**config.mk**
```make
export PLATFORM = sky130hd
export DESIGN_NAME = paging_xlate
export DESIGN_NICKNAME = d
export VERILOG_FILES = /design/src/rtl/paging_xlate.sv
export SDC_FILE = /design/constraint.sdc
export NUM_CORES = 1
export LEC_CHECK = 0
export CORE_UTILIZATION = 25
export DETAILED_ROUTE_END_ITERATION = 10
export DONT_BUFFER_PORTS = 1
export GPL_TIMING_DRIVEN = 0
export SETUP_SLACK_MARGIN = 0.1
export SYNTH_ARGS = -nofsm -noshare
export SYNTH_HDL_FRONTEND = slang
export SYNTH_SLANG_ARGS = --single-unit
export TNS_END_PERCENT = 20
```
**constraint.sdc**
```tcl
create_clock -name clk -period 2.6 [get_ports clk]
set_input_delay 0.52 -clock clk [delete_from_list [all_inputs] [get_ports clk]]
set_output_delay 0.52 -clock clk [all_outputs]
set_load 0.01 [all_outputs]
```
**src/rtl/paging_xlate.sv**
```systemverilog
module paging_xlate #(
  parameter int VA_W  = 16,
  parameter int PA_W  = 15,
  parameter int OFF_W = 12
) (
  input  logic                   clk,
  input  logic                   rst_n,
  input  logic                   req_valid,
  output logic                   req_ready,
  input  logic [VA_W-1:0]        req_vaddr,
  input  logic                   req_write,
  output logic                   rsp_hit,
  output logic                   rsp_page_fault,
  output logic                   rsp_prot_fault,
  output logic [PA_W-1:0]        rsp_paddr,
  input  logic                   tbl_we,
  input  logic [VA_W-OFF_W-1:0]  tbl_idx,
  input  logic [PA_W-OFF_W-1:0]  tbl_frame,
  input  logic [1:0]             tbl_prot,
  input  logic                   tbl_present,
  input  logic                   clr_ref,
  input  logic [VA_W-OFF_W-1:0]  rd_idx,
  output logic                   rd_present,
  output logic [PA_W-OFF_W-1:0]  rd_frame,
  output logic [1:0]             rd_prot,
  output logic                   rd_ref,
  output logic                   rd_mod
);
  localparam int PAGE_W  = VA_W - OFF_W;
  localparam int FRAME_W = PA_W - OFF_W;
  localparam int NPAGES  = 1 << PAGE_W;

  logic [NPAGES-1:0][FRAME_W-1:0] frame_q;
  logic [NPAGES-1:0][1:0]         prot_q;
  logic [NPAGES-1:0]              vld_q, ref_q, mod_q;

  logic [PAGE_W-1:0] pg;
  logic              accept, allowed;

  assign pg        = req_vaddr[VA_W-1:OFF_W];
  assign req_ready = ~tbl_we;
  assign accept    = req_valid & req_ready;
  assign allowed   = req_write ? prot_q[pg][1] : prot_q[pg][0];

  assign rsp_page_fault = accept & ~vld_q[pg];
  assign rsp_prot_fault = accept & vld_q[pg] & ~allowed;
  assign rsp_hit        = accept & vld_q[pg] & allowed;
  assign rsp_paddr      = rsp_hit ? {frame_q[pg], req_vaddr[OFF_W-1:0]} : '0;

  assign rd_present = vld_q[rd_idx];
  assign rd_frame   = frame_q[rd_idx];
  assign rd_prot    = prot_q[rd_idx];
  assign rd_ref     = ref_q[rd_idx];
  assign rd_mod     = mod_q[rd_idx];

  always_ff @(posedge clk) begin
    if (!rst_n) begin
      frame_q <= '0;
      prot_q  <= '0;
      vld_q   <= '0;
      ref_q   <= '0;
      mod_q   <= '0;
    end else begin
      for (int i = 0; i < NPAGES; i++) begin
        if (tbl_we && tbl_idx == PAGE_W'(i)) begin
          frame_q[i] <= tbl_frame;
          prot_q[i]  <= tbl_prot;
          vld_q[i]   <= tbl_present;
          ref_q[i]   <= 1'b0;
          mod_q[i]   <= 1'b0;
        end else begin
          if (rsp_hit && pg == PAGE_W'(i)) begin
            ref_q[i] <= 1'b1;
            if (req_write) mod_q[i] <= 1'b1;
          end else if (clr_ref) begin
            ref_q[i] <= 1'b0;
          end
        end
      end
    end
  end
endmodule


```
**Yosys cells after proc, flatten, opt, wreduce, memory -nomap -nowiden**

Index checks and enable logic that the tools add are counted.

- Add/subtract/negate cells: 0
- $mul: 0
- Divide/modulo/power cells: 0
- Magnitude comparators: 2
- Equal/unequal tests: 30
- Shift operators: 0
- Mux-type cells: 35
- Bitwise gates (word level): 9
- Reductions and logical operators: 82

Operator list:

| kind | count |
|---|---|
| $eq 4x4->1 const B | 16 |
| $eq 4x3->1 const B | 8 |
| $logic_and 1x1->1 | 32 |
| $reduce_and 2->1 | 16 |
| $reduce_bool 2->1 | 16 |
| $reduce_or 2->1 | 16 |
| $bmux 3 s4 | 2 |
| $mux 1 | 22 |
| $bmux 1 s4 | 4 |
| $bmux 2 s4 | 2 |
| $eq 4x2->1 const B | 4 |
| $mux 15 | 1 |
| $lt 4x5->1 const B | 2 |
| $eq 4x1->1 const B | 2 |
| $logic_not 4->1 | 2 |
| $mux 3 | 2 |
| $and 1x1->1 | 5 |
| $mux 2 | 2 |
| $not 1->1 | 4 |

- Register bits: 128
- Latch bits: 0
- RAM bits: 0
- ROM bits: 0
- Input bits: 36
- Output and inout port bits: 27
- Word-level logic and storage cells: 238
- Memories: 0

**Depth between registers and ports, before layout**

- Word-level depth: 6
- Gate-level depth with buffers: 10
- Mapped depth without buffers: 5

**Worst setup path after synthesis**

Ideal clock, no wire load.

- Kind: input -> output
- From: input req_vaddr[14]
- To: output rsp_paddr[10]
- Data arrival time: 2.118 ns
- Data required time: 2.080 ns
- Slack: -0.038 ns
- Stages: 10
- Buffers on the path: 5
- Cells stage by stage: buf_4 -> buf_4 -> and2_1 -> a22oi_1 -> nand3_1 -> and4_1 -> clkbuf_1 -> buf_6 -> buf_2 -> nor3b_1

- Word-level cells in the longest chain between the ends: 5
- Elaborated cells between the ends (all ways): 8
- Classes of those cells: mux: 6; bitwise: 2

Ends and longest elaborated chain:

| item | line | source |
|---|---|---|
| start, declared | 10 | `input logic [VA_W-1:0] req_vaddr,` |
| $bmux 1 s4 or $bmux 2 s4 (tied branches) | 47, 43 |  |
| $mux 1 (not written as such) or $mux 2 (tied branches) | 47, 43 |  |
| $and 1x1->1 or $mux 1 (tied branches) | 47, 43 |  |
| $and 1x1->1 * | 47 | `assign rsp_hit = accept & vld_q[pg] & allowed;` |
| $mux 15 * | 48 | `assign rsp_paddr = rsp_hit ? {frame_q[pg], req_vaddr[OFF_W-1:0]} : '0;` |
| end, declared | 15 | `output logic [PA_W-1:0] rsp_paddr,` |

Mark *: on every way between the ends. The rest lies on a longest branch, timed or not. The select of a mux whose other input is x is not followed.

**Worst setup path after layout**

- From: input req_vaddr[12]
- To: output rsp_paddr[13]

- Word-level cells in the longest chain between the ends: 5
- Elaborated cells between the ends (all ways): 10
- Classes of those cells: mux: 8; bitwise: 2

Ends and longest elaborated chain:

| item | line |
|---|---|
| $bmux 1 s4 or $bmux 2 s4 (tied branches) | 47, 43 |
| $mux 1 (not written as such) or $mux 2 (tied branches) | 47, 43 |
| $and 1x1->1 or $mux 1 (tied branches) | 47, 43 |
| $and 1x1->1 | 47 |
| $mux 15 * | 48 |

Marks and branches as above.

==> reports/results.md <==
### Layout
* total of fill cells in the finished design: 2,903
* total number of nets in the final design: 808
* area taken by multi-input logic gates: 0.00467 mm²
* share of final-layout standard cells stronger than drive strength 1: 24.1%
* Inserted Diodes: 0
* final design instance area without fill: 0.00918 mm²
* Sequential cell area: 0.00257 mm²
* area added between synthesis and finish: 26.0%

### Routing
* first-pass detailed-route iteration total: 8
* total length of routed wires: 26,600 µm
* average via count per standard cell: 5.46
* post-detailed-route DRC marker count: 0
* Iteration-0 DRC Markers: 804
* final routed wire length divided by cell count: 22.7 µm
* vias post-DR: 6,381
* Routed Antenna Nets: 0

### Floorplanning
* vertical die dimension: 173 µm
* area of the die: 0.0298 mm²
* Cell Rows: 62
* effective utilization at floorplan: 25.4%
* width of the die: 173 µm
* count of boundary I/O pins: 63
* core region area: 0.0287 mm²

### Timing
* Setup violations, final: 0
* top achievable clock speed: 0.394 GHz
* post-route fraction of the period consumed by the critical path: 97.7%
* worst slew pin tran: 1.12 ns
* unrepaired setup endpoints after global routing: true
* post-route minimum period: 2.54 ns
* Sum Neg Setup Slack: 0 ns
* final hold violation count: 0
* max-slew violation count: 0
* Worst Skew: 0.00755 ns
* Slew headroom: 25.6%

### Placed design
* count of buffers inserted at the top-level ports: 0
* cell area after placement: 0.00793 mm²
* Post-DP HPWL: 18,100 µm
* routability cong.: 0.873

### Synthesis
* post-synthesis area per instance: 9.86 µm²
* number of instances in the synthesized netlist: 739
* simple-gate area share of the yosys netlist: 17.8%
* number of synthesized flops with an enable pin: 0
* main combinational cell family by area after synthesis: multiplexers
* Post-Synthesis Net Count: 775
* yosys synthesis warning count: 0
* share of synthesized flip-flops with an asynchronous set or reset: 0%
* xor/xnor share of the synthesized area: 0%
* number of synthesized register bits: 128
* Adder-Cell Fraction of Synth Area: 0%
* fraction of the mapped netlist area in compound gates: 16.6%
* most frequently used flop master after synthesis: dfxtp_1
* total standard cell area after synthesis: 0.00729 mm²
* sequential element share of the synthesized area: 35.2%
* portion of netlist area occupied by mux cells: 25.5%
* number of different library cells in the post-synthesis netlist: 45

### Setup path
* critical path arrival: 2.02 ns
* CP Class: primary input to output port
* largest fanout on the critical path: 7
* kind of start point of the critical path: primary input
* data required time at the worst endpoint: 2.08 ns
* endpoint kind of the worst setup timing path: output port

### Global routing
* met1 capacity usage during global routing: 24.0%
* via count of the first global-routing pass: 6,111
* met2 Resource Use GR: 28.0%
* layer with the highest usage after global routing: met2
* number of antenna violations at the first check in global routing: 0
* first-pass GRT wire length: 40,200 µm
* pin count of the biggest net entering global routing: 17
* met3 usage: 3.80%
* Total Routing Usage GR: 18.0%
* total overflow reported by the global router: 0

### CTS
* clock buffer count from CTS: 17
* Clock Pin Slew Worst Setup and Hold Paths: 0.06 ns
* CTS Sinks: 128
* maximum number of buffers from clock root to sink: 2
* clock latency reported for the late side of the worst-skew pair: 0.43 ns
* Post-CTS Hold Fix Bufs: 0
* Clock Tree Root: clkbuf_16
* CTS H-Tree Depth: 4
* CTS tree: done

### Power and ir drop
* switching pwr: 1.36 mW
* overall power consumption: 5.27 mW
* Power Internal: 3.90 mW
* combinational cell fraction of total power: 12.4%
* power per cell area: 574 mW/mm²
* static power due to leakage: 3.28 nW
* switching fraction of total power: 25.8%
* fraction of power consumed by the clock network: 49.7%
* portion of total power attributed to sequential cells: 37.9%
* Max VDD drop: 387 µV

### Run status
* run status: finished clean

### Min path
* class of the most critical hold timing path: primary input to flop

### Run
* maxcap violations: 0

worst max-delay path, cell delays in order:
cell     delay [ns]
buf_12         0.10
buf_12         0.14
mux4_2         0.53
mux4_2         0.54
nor3b_4        0.19
Yosys cell counts (all sizes together), types with 14 or more instances:
master | number | share of area (%)
a21boi | 57 | 5.9
buf | 25 | 2.0
clkbuf | 54 | 2.8
dfxtp | 128 | 35
mux2i | 60 | 8.2
mux4 | 55 | 17
nand2 | 77 | 4.0
nand2b | 14 | 1.2
nand3 | 21 | 1.4
nor2 | 16 | 0.86
nor2b | 52 | 4.5
nor3b | 15 | 1.5
o21ai | 63 | 4.3
o31ai | 18 | 1.9
sequential cells by signal (all words and copies together), names as in the netlist:
signal	cells
vld_q	16
frame_q	48
ref_q	16
prot_q	32
mod_q	16
logic make-up (layout without fill, tap and decap cells):
logic type / Yosys count / in the layout
AO/OA/AOI/OAI: 172 / 172
buffers and inverters: 81 / 127
flip-flops: 128 / 128
multiplexers: 117 / 117
AND/OR/NAND/NOR: 241 / 241
power groups by stage:
stage | sequential, mW | clock, mW | combinational (mW)
6_report | 2.00 | 2.62 | 0.653
5_1_grt | 2.00 | 2.72 | 0.682
4_1_cts | 1.99 | 2.62 | 0.629
3_5_place_dp | 2.04 | 0 | 0.521
3_3_place_gp | 2.04 | 0 | 0.516
2_1_floorplan | 2.03 | 0 | 0.368
path summary, 6_finish.rpt:
kind,startpoint,endpoint,cells after the start,slack [ns]
worst max register to register,prot_q[13],mod_q[5],8,0.69
worst min register to register,mod_q[7],mod_q[7],2,0.45
worst min-delay path,tbl_frame[1],frame_q[13],2,0.26
worst max-delay path,req_vaddr[12],rsp_paddr[13],5,0.06
layout make-up:
type | instances | share of cell area [%]
well taps | 384 | 5.23
multi-input cells | 530 | 50.9
clock buffers | 19 | 4.93
flip-flops and latches | 128 | 28.0
plain buffers | 78 | 6.64
inverters | 2 | 0.0818
repair buffers | 15 | 2.18
clock inverters | 13 | 2.02
layout by cell type, fill, tap and decap left out, types with 10 or more instances in the layout:
cell type	n
nor2b_1	50
a21boi_0	54
nand2_1	77
nand3_1	19
mux2i_1	60
o31ai_1	18
buf_12	10
clkbuf_16	18
nand2b_1	14
nor2_1	14
or3_1	10
clkbuf_1	44
dfxtp_1	119
buf_4	12
nor3b_4	15
o21ai_0	63
mux4_2	55
stage by stage:
stage / setup slack, ns / util (%) / std cells / hold WS (ns)
2_1_floorplan: 0.101 / - / 739 / 0.420
3_5_place_dp: -0.610 / 27.6 / 1123 / 0.444
3_3_place_gp: -0.630 / 27.6 / 1123 / 0.430
4_1_cts: 0.0656 / 31.7 / 1167 / 0.251
6_report: 0.0600 / 32.0 / 1169 / 0.260
5_1_grt: 0.0378 / 32.0 / 1169 / 0.254
layer usage:
layer,part of all wire [%],vias to the layer above
met2,46,368
met3,8.8,57
met5,0,-
li1,-,2799
met1,42,3157
met4,3.2,0
timing repair:
action,CTS,global route
gates cloned,5,0
buffers inserted,8,2
endpoints found under the setup margin,26,24
endpoints found under the hold margin,0,0
pin swaps,20,9
gates resized for setup,93,22
Note: power is estimated with default switching activity, not from simulation.
